`src/rtl/gpib_addr_pkg.sv`:
```
package gpib_addr_pkg;
  localparam int ADDR_W = 5;
  localparam int BYTE_W = 8;
  localparam int ID_W   = ADDR_W + 2;

  typedef enum logic [1:0] {
    AM_NONE = 2'd0,
    AM_PP   = 2'd1,
    AM_PS   = 2'd2,
    AM_PT   = 2'd3
  } am_e;

  typedef struct packed {
    logic              dt;
    logic              dl;
    logic [ADDR_W-1:0] adr;
  } ident_t;

  typedef struct packed {
    logic              lm0;
    logic              lm1;
    logic              tm0;
    logic              tm1;
    logic              unl;
    logic              unt;
    logic              ota;
    logic              sec;
    logic [ADDR_W-1:0] low;
  } dec_t;

  localparam logic [BYTE_W-1:0] MODE_TON  = 8'h80;
  localparam logic [BYTE_W-1:0] MODE_LON  = 8'h40;
  localparam logic [BYTE_W-1:0] MODE_BOTH = 8'hC0;
endpackage

```
`src/rtl/gpib_cfg_regs.sv`:
```
module gpib_cfg_regs
  import gpib_addr_pkg::*;
(
  input  logic              clk_i,
  input  logic              rst_ni,
  input  logic              wr_en_i,
  input  logic              wr_sel_i,
  input  logic [BYTE_W-1:0] wr_data_i,
  output logic              mode_wr_o,
  output logic              ton_o,
  output logic              lon_o,
  output am_e               am_o,
  output ident_t            id0_o,
  output ident_t            id1_o
);
  logic [BYTE_W-1:0] mode_q;
  ident_t            id_q [2];

  assign mode_wr_o = wr_en_i && !wr_sel_i;

  always_ff @(posedge clk_i or negedge rst_ni) begin
    if (!rst_ni) begin
      mode_q <= '0;
    end else if (mode_wr_o) begin
      mode_q <= wr_data_i;
    end
  end

  for (genvar g = 0; g < 2; g++) begin : g_id
    always_ff @(posedge clk_i or negedge rst_ni) begin
      if (!rst_ni) begin
        id_q[g] <= '0;
      end else if (wr_en_i && wr_sel_i && (wr_data_i[BYTE_W-1] == 1'(g))) begin
        id_q[g] <= ident_t'(wr_data_i[ID_W-1:0]);
      end
    end
  end

  assign id0_o = id_q[0];
  assign id1_o = id_q[1];
  assign ton_o = (mode_q == MODE_TON) || (mode_q == MODE_BOTH);
  assign lon_o = (mode_q == MODE_LON) || (mode_q == MODE_BOTH);

  // only the low two bits carry an addressing scheme, all else is none
  always_comb begin
    if (mode_q[BYTE_W-1:2] == '0) am_o = am_e'(mode_q[1:0]);
    else                          am_o = AM_NONE;
  end
endmodule

```
`src/rtl/gpib_cmd_dec.sv`:
```
module gpib_cmd_dec
  import gpib_addr_pkg::*;
(
  input  logic [BYTE_W-1:0] cmd_i,
  input  am_e               am_i,
  input  ident_t            id0_i,
  input  ident_t            id1_i,
  output dec_t              dec_o
);
  logic [1:0]        grp;
  logic [ADDR_W-1:0] low;
  logic              all1, lsn, tlk, use1;

  assign grp  = cmd_i[6:5];
  assign low  = cmd_i[ADDR_W-1:0];
  assign all1 = &low;
  assign lsn  = (grp == 2'b01) && !all1;
  assign tlk  = (grp == 2'b10) && !all1;
  // identity 1 is a primary only in the two-primary schemes
  assign use1 = (am_i == AM_PP) || (am_i == AM_PT);

  always_comb begin
    dec_o     = '0;
    dec_o.low = low;
    dec_o.lm0 = lsn && !id0_i.dl && (low == id0_i.adr);
    dec_o.lm1 = lsn && use1 && !id1_i.dl && (low == id1_i.adr);
    dec_o.tm0 = tlk && !id0_i.dt && (low == id0_i.adr);
    dec_o.tm1 = tlk && use1 && !id1_i.dt && (low == id1_i.adr);
    dec_o.unl = (grp == 2'b01) && all1;
    dec_o.unt = (grp == 2'b10) && all1;
    dec_o.ota = tlk && !dec_o.tm0 && !dec_o.tm1;
    dec_o.sec = (grp == 2'b11);
  end
endmodule

```
`src/rtl/gpib_addr_fsm.sv`:
```
module gpib_addr_fsm
  import gpib_addr_pkg::*;
(
  input  logic              clk_i,
  input  logic              rst_ni,
  input  logic              clr_i,
  input  logic              cmd_stb_i,
  input  logic              dat_stb_i,
  input  logic              eoi_i,
  input  logic              lon_i,
  input  am_e               am_i,
  input  dec_t              dec_i,
  input  logic [ADDR_W-1:0] sec_adr_i,
  output logic              la_o,
  output logic              ta_o,
  output logic              lpas_o,
  output logic              tpas_o,
  output logic              mjmn_o,
  output logic              eoi_o,
  output logic              sec_valid_o,
  output logic [ADDR_W-1:0] sec_o
);
  logic la_q, ta_q, lp_q, tp_q, mj_q, eoi_q, sv_q;
  logic la_d, ta_d, lp_d, tp_d, mj_d, eoi_d, sv_d;
  logic [ADDR_W-1:0] sec_q, sec_d;
  logic k_l, k_t;

  assign k_l = !dec_i.lm0;
  assign k_t = !dec_i.tm0;

  always_comb begin
    la_d  = la_q;
    ta_d  = ta_q;
    lp_d  = lp_q;
    tp_d  = tp_q;
    mj_d  = mj_q;
    eoi_d = eoi_q;
    sv_d  = 1'b0;
    sec_d = sec_q;
    if (clr_i) begin
      la_d  = 1'b0;
      ta_d  = 1'b0;
      lp_d  = 1'b0;
      tp_d  = 1'b0;
      mj_d  = 1'b0;
      eoi_d = 1'b0;
      sec_d = '0;
    end else begin
      if (cmd_stb_i && (am_i != AM_NONE)) begin
        lp_d = 1'b0;
        tp_d = 1'b0;
        case (am_i)
          AM_PP: begin
            if (dec_i.lm0 || dec_i.lm1) begin
              la_d = 1'b1;
              if (mj_q != k_l) ta_d = 1'b0;
              mj_d = k_l;
            end
            if (dec_i.tm0 || dec_i.tm1) begin
              ta_d = 1'b1;
              if (mj_q != k_t) la_d = 1'b0;
              mj_d = k_t;
            end
          end
          AM_PS: begin
            lp_d = dec_i.lm0;
            tp_d = dec_i.tm0;
            if (dec_i.sec && (dec_i.low == sec_adr_i)) begin
              if (lp_q) la_d = 1'b1;
              if (tp_q) ta_d = 1'b1;
            end
          end
          AM_PT: begin
            if (dec_i.lm0 || dec_i.lm1) begin
              lp_d = 1'b1;
              mj_d = k_l;
            end
            if (dec_i.tm0 || dec_i.tm1) begin
              tp_d = 1'b1;
              mj_d = k_t;
            end
            if (dec_i.sec && (lp_q || tp_q)) begin
              sv_d  = 1'b1;
              sec_d = dec_i.low;
              lp_d  = lp_q;
              tp_d  = tp_q;
            end
          end
          default: ;
        endcase
        if (dec_i.unl) la_d = 1'b0;
        if (dec_i.unt || dec_i.ota) ta_d = 1'b0;
      end
      if (dat_stb_i && (la_q || lon_i)) eoi_d = eoi_i;
    end
  end

  always_ff @(posedge clk_i or negedge rst_ni) begin
    if (!rst_ni) begin
      la_q  <= 1'b0;
      ta_q  <= 1'b0;
      lp_q  <= 1'b0;
      tp_q  <= 1'b0;
      mj_q  <= 1'b0;
      eoi_q <= 1'b0;
      sv_q  <= 1'b0;
      sec_q <= '0;
    end else begin
      la_q  <= la_d;
      ta_q  <= ta_d;
      lp_q  <= lp_d;
      tp_q  <= tp_d;
      mj_q  <= mj_d;
      eoi_q <= eoi_d;
      sv_q  <= sv_d;
      sec_q <= sec_d;
    end
  end

  assign la_o        = la_q;
  assign ta_o        = ta_q;
  assign lpas_o      = lp_q;
  assign tpas_o      = tp_q;
  assign mjmn_o      = mj_q;
  assign eoi_o       = eoi_q;
  assign sec_valid_o = sv_q;
  assign sec_o       = sec_q;


  unl_clears_chk: assert property (@(posedge clk_i) disable iff (!rst_ni)
    (cmd_stb_i && (am_i != AM_NONE) && dec_i.unl) |=> !la_q);

  unt_clears_chk: assert property (@(posedge clk_i) disable iff (!rst_ni)
    (cmd_stb_i && (am_i != AM_NONE) && dec_i.unt) |=> !ta_q);

  mode_wr_clear_chk: assert property (@(posedge clk_i) disable iff (!rst_ni)
    clr_i |=> (!la_q && !ta_q && !lp_q && !tp_q && !mj_q && !sv_q));

  ps_needs_arm_chk: assert property (@(posedge clk_i) disable iff (!rst_ni)
    ($rose(la_q) && (am_i == AM_PS)) |-> $past(lp_q));

  pt_no_addr_chk: assert property (@(posedge clk_i) disable iff (!rst_ni)
    (am_i == AM_PT) |-> (!la_q && !ta_q));

  sec_only_pt_chk: assert property (@(posedge clk_i) disable iff (!rst_ni)
    sv_q |-> (am_i == AM_PT));
endmodule

```
`src/rtl/gpib_addr_top.sv`:
```
module gpib_addr_top
  import gpib_addr_pkg::*;
(
  input  logic              clk_i,
  input  logic              rst_ni,
  input  logic              wr_en_i,
  input  logic              wr_sel_i,
  input  logic [7:0]        wr_data_i,
  input  logic              cmd_valid_i,
  input  logic              atn_i,
  input  logic [7:0]        cmd_i,
  input  logic              eoi_i,
  output logic [7:0]        status_o,
  output logic [6:0]        addr0_o,
  output logic [6:0]        addr1_o,
  output logic              lacs_o,
  output logic              tacs_o,
  output logic              sec_valid_o,
  output logic [4:0]        sec_o
);
  logic   mode_wr, ton, lon;
  am_e    am;
  ident_t id0, id1;
  dec_t   dec;
  logic   la, ta, lpas, tpas, mjmn, eoi_f;
  logic   la_st, ta_st;

  gpib_cfg_regs i_cfg (
    .clk_i     (clk_i),
    .rst_ni    (rst_ni),
    .wr_en_i   (wr_en_i),
    .wr_sel_i  (wr_sel_i),
    .wr_data_i (wr_data_i),
    .mode_wr_o (mode_wr),
    .ton_o     (ton),
    .lon_o     (lon),
    .am_o      (am),
    .id0_o     (id0),
    .id1_o     (id1)
  );

  gpib_cmd_dec i_dec (
    .cmd_i (cmd_i),
    .am_i  (am),
    .id0_i (id0),
    .id1_i (id1),
    .dec_o (dec)
  );

  gpib_addr_fsm i_fsm (
    .clk_i       (clk_i),
    .rst_ni      (rst_ni),
    .clr_i       (mode_wr),
    .cmd_stb_i   (cmd_valid_i && atn_i),
    .dat_stb_i   (cmd_valid_i && !atn_i),
    .eoi_i       (eoi_i),
    .lon_i       (lon),
    .am_i        (am),
    .dec_i       (dec),
    .sec_adr_i   (id1.adr),
    .la_o        (la),
    .ta_o        (ta),
    .lpas_o      (lpas),
    .tpas_o      (tpas),
    .mjmn_o      (mjmn),
    .eoi_o       (eoi_f),
    .sec_valid_o (sec_valid_o),
    .sec_o       (sec_o)
  );

  assign la_st    = la || lon;
  assign ta_st    = ta || ton;
  assign status_o = {ton, lon, eoi_f, lpas, tpas, la_st, ta_st, mjmn};
  assign addr0_o  = id0;
  assign addr1_o  = id1;
  assign lacs_o   = la_st && !atn_i;
  assign tacs_o   = ta_st && !atn_i;


  fixed_mode_idle_chk: assert property (@(posedge clk_i) disable iff (!rst_ni)
    (ton || lon) |-> (!la && !ta && !lpas && !tpas));
endmodule

```
`config.mk`:
```
export PLATFORM = sky130hd
export DESIGN_NAME = gpib_addr_top
export DESIGN_NICKNAME = d
export VERILOG_FILES = /design/src/rtl/gpib_addr_pkg.sv /design/src/rtl/gpib_cfg_regs.sv /design/src/rtl/gpib_cmd_dec.sv /design/src/rtl/gpib_addr_fsm.sv /design/src/rtl/gpib_addr_top.sv
export SDC_FILE = /design/constraint.sdc
export NUM_CORES = 1
export LEC_CHECK = 0
export ABC_AREA = 1
export CORE_MARGIN = 4
export CORE_UTILIZATION = 40
export DETAILED_ROUTE_END_ITERATION = 8
export DONT_BUFFER_PORTS = 1
export GPL_TIMING_DRIVEN = 0
export SYNTH_ARGS = -nofsm -noshare
export SYNTH_HDL_FRONTEND = slang
export SYNTH_SLANG_ARGS = --single-unit
```
`constraint.sdc`:
```
create_clock -name clk_i -period 3 [get_ports clk_i]
set_input_delay 0.6 -clock clk_i [delete_from_list [all_inputs] [get_ports clk_i]]
set_output_delay 0.6 -clock clk_i [all_outputs]
set_load 0.03 [all_outputs]
```
==> results.py <==
metrics = {
    "outcome": {
        "outcome": "finished clean",
    },
    "floorplanning": {
        "io_pins": 53,
        "die_h_um": 77.9,
        "dieArea_um2": 6070,
        "rows": 25,
        "core_area_um2": 4720,
        "start_util_pct": 41.4,
        "die_x_um": 77.9,
    },
    "sta": {
        "finalMaxSlewViolations": 0,
        "slew_headroom_pct": 63.6,
        "skew_ps": 4.63,
        "hold_viol": 0,
        "rsz0062_at_grt": "no",
        "hold_slack_ps": 138,
        "worst_slack_ps": 498,
        "timing.fmax_mhz": 400,
        "worst_pin_slew_ps": 544,
        "finalSetupViolations": 0,
        "timing.final.crit_period_ps": 2500,
        "fin_crit_sh_pct": 83.4,
        "fin_setup_tns_ps": 0,
    },
    "synth": {
        "synth_top_area_cell": "dfrtp_1",
        "synth.distinct_cells": 29,
        "syn_area_um2": 1950,
        "synth_warnings": 0,
        "synth_top_area_share_pct": 43.5,
        "ys_async_sr_fraction_pct": 100,
        "synth_edf_count": 0,
        "ys_ff_latch": 34,
        "yosysMostFrequentCell": "nand2_1",
        "synthTopCellsByArea": "dfrtp_1 (44%), nand2_1 (14%), inv_1 (6.3%)",
        "syn_inst": 261,
        "yosysSeqAreaShare_pct": 43.5,
        "synth_area_per_cell_um2": 7.49,
        "synthTopCellsByCount": "nand2_1 (74), dfrtp_1 (34), inv_1 (33)",
        "synth_nets": 284,
        "ys.flop_type": "dfrtp_1",
    },
    "routing": {
        "wl_per_cell_um": 14.0,
        "drtAntennaViolNets": 0,
        "via_per_inst": 4.78,
        "drc": 0,
        "drtIter0Drc": 78,
        "first_pass_iters": 4,
        "wl_mm": 4.72,
        "vias": 1610,
    },
    "final_layout": {
        "nFillCells": 498,
        "design_area_um2": 2200,
        "layout-drive-gt1-share_pct": 14.8,
        "final_util_pct": 46.5,
        "finalNetCount": 292,
        "antenna_cells": 0,
        "syn_to_final_growth_pct": 12.4,
        "final_cells": 337,
    },
    "placed_design": {
        "gp_routability_congestion": 0.833,
        "place_area_um2": 2040,
        "pre_cts_ws_ps": 811,
        "portBuffers": 0,
        "dp_hpwl_mm": 3.73,
        "placedCellCount": 328,
    },
    "global_route": {
        "grt_pass1_wl_mm": 7.74,
        "antenna_found_initial": 0,
        "grt_max_degree": 35,
        "grt-ovfl-total": 0,
        "grt_pass1_vias": 1558,
        "grt_use_total_pct": 16.3,
    },
    "worst_setup_path": {
        "critPathLaunchType": "register",
        "cpMostUsedCell": "nor2_1",
        "critical_path_class": "register to output port",
        "endpoint_kind": "output port",
        "path_cells": "nor2_2 -> nand2_1 -> nor2_1 -> inv_2 -> nor3_1 -> nor2_1 -> nor2_1",
        "slowest_delay_ps": 430,
        "crit_required_ps": 2400,
        "cp_slowest_cell": "nor2_1",
        "cp_max_fo": 3,
        "cp.arrival_ps": 1900,
    },
    "clock_network": {
        "post_cts_resized": 0,
        "clockBufferDepth": 2,
        "cts_tree": "done",
        "cts-buffers-inserted": 5,
        "cts-htree-levels": 2,
        "clkTransAtPathRegs_ps": 80,
        "clock-root-buffer": "clkbuf_8",
        "worstSkewPairLatency_ps": 280,
        "cts_sinks": 34,
    },
    "power": {
        "irDropWorstVdd_mv": 0.376,
        "power.total_mw": 1.35,
        "leakage_nw": 1.11,
        "powerDensity_nw_per_um2": 614,
    },
    "hold_path": {
        "hold_class": "primary input to async pin",
    },
    "job": {
        "drv_cap": 0,
    },
}
[per-layer routing]
| layer | routed length, µm | global-route usage (%) |
|---|---|---|
| met4 | 46 | 4.02 |
| met5 | 0 | 0 |
| met2 | 2320 | 26.9 |
| met1 | 2030 | 20.7 |
| met3 | 323 | 5.22 |
[path summary, 6_finish.rpt]
path	start	endpoint	slack, ps	cells after the start
setup / recovery	i_cfg.mode_q[3]$_DFFE_PN0P_	tacs_o	500	7
hold / removal	rst_ni	i_cfg.id0_o[0]$_DFFE_PN0P_	140	1
setup reg to reg	i_cfg.id0_o[0]$_DFFE_PN0P_	i_fsm.ta_o$_DFFE_PN0P_	1190	15
hold reg to reg	i_fsm.ta_o$_DFFE_PN0P_	i_fsm.ta_o$_DFFE_PN0P_	480	2
max in group asynchronous	rst_ni	i_fsm.lpas_o$_DFFE_PN0P_	2680	1
min in group clk_i	cmd_i[0]	i_fsm.sec_o[0]$_DFFE_PN0P_	430	2
[power breakdown]
part	total, mW	internal, mW	switching (mW)
clock network	0.515	0.333	0.181
registers	0.623	0.507	0.116
logic	0.211	0.0753	0.136
total	1.35	0.915	0.433
[cell usage in the layout, fill, tap and decap left out, drive strengths merged]
cell and count:
a21oi 5, a22o 4, a31oi 1, buf 9, bufinv 2, clkbuf 9, clkinv 1, dfrtp 34
inv 40, nand2 76, nand3 15, nand3b 1, nand4 3, nor2 28, nor3 5, o211ai 2
o21ai 27, o2bb2ai 1, or2 2, xnor2 5
[what timing repair did]
item | 4_1_cts | 5_1_grt
setup buffers | 0 | 0
hold buffers | 1 | 0
endpoints found under the hold margin | 34 | 0
[logic make-up (layout without fill, tap and decap cells)]
kind of cell | count (synthesis) | in the layout | share of synthesized area [%]
buffers and inverters | 52 | 61 | 11.5
DFF | 34 | 34 | 43.5
xor gates and xnor gates | 5 | 5 | 2.24
and+or+nand+nor | 130 | 130 | 30.7
AOI/OAI and AO/OA | 40 | 40 | 12.0
[final cells by class]
type	count	area [µm²]	share of cell area (%)
multi-input cells	175	878	40.0
clock inverters	3	68.8	3.13
repair buffers	1	20.0	0.912
flip-flops and latches	34	851	38.7
well taps	67	83.8	3.82
plain buffers	12	75.1	3.42
inverters	40	150	6.84
clock buffers	5	68.8	3.13
[state kept, by name, indices dropped and copies added, names as in the netlist]
| signal | flops |
|---|---|
| i_fsm.lpas_o | 1 |
| i_fsm.sec_o | 5 |
| i_cfg.mode_q | 8 |
| i_fsm.eoi_o | 1 |
| i_fsm.sec_valid_o | 1 |
| i_cfg.id0_o | 7 |
| i_fsm.mjmn_o | 1 |
| i_cfg.id1_o | 7 |
| i_fsm.tpas_o | 1 |
| i_fsm.ta_o | 1 |
| i_fsm.la_o | 1 |
[worst max-delay path: cells and delay by family (launching register included)]
kind	cells	cell delay, ps
AND/OR/NAND/NOR	6	1170
flip-flops	1	390
buffers and inverters	1	50
Note: power is estimated with default switching activity, not from simulation.
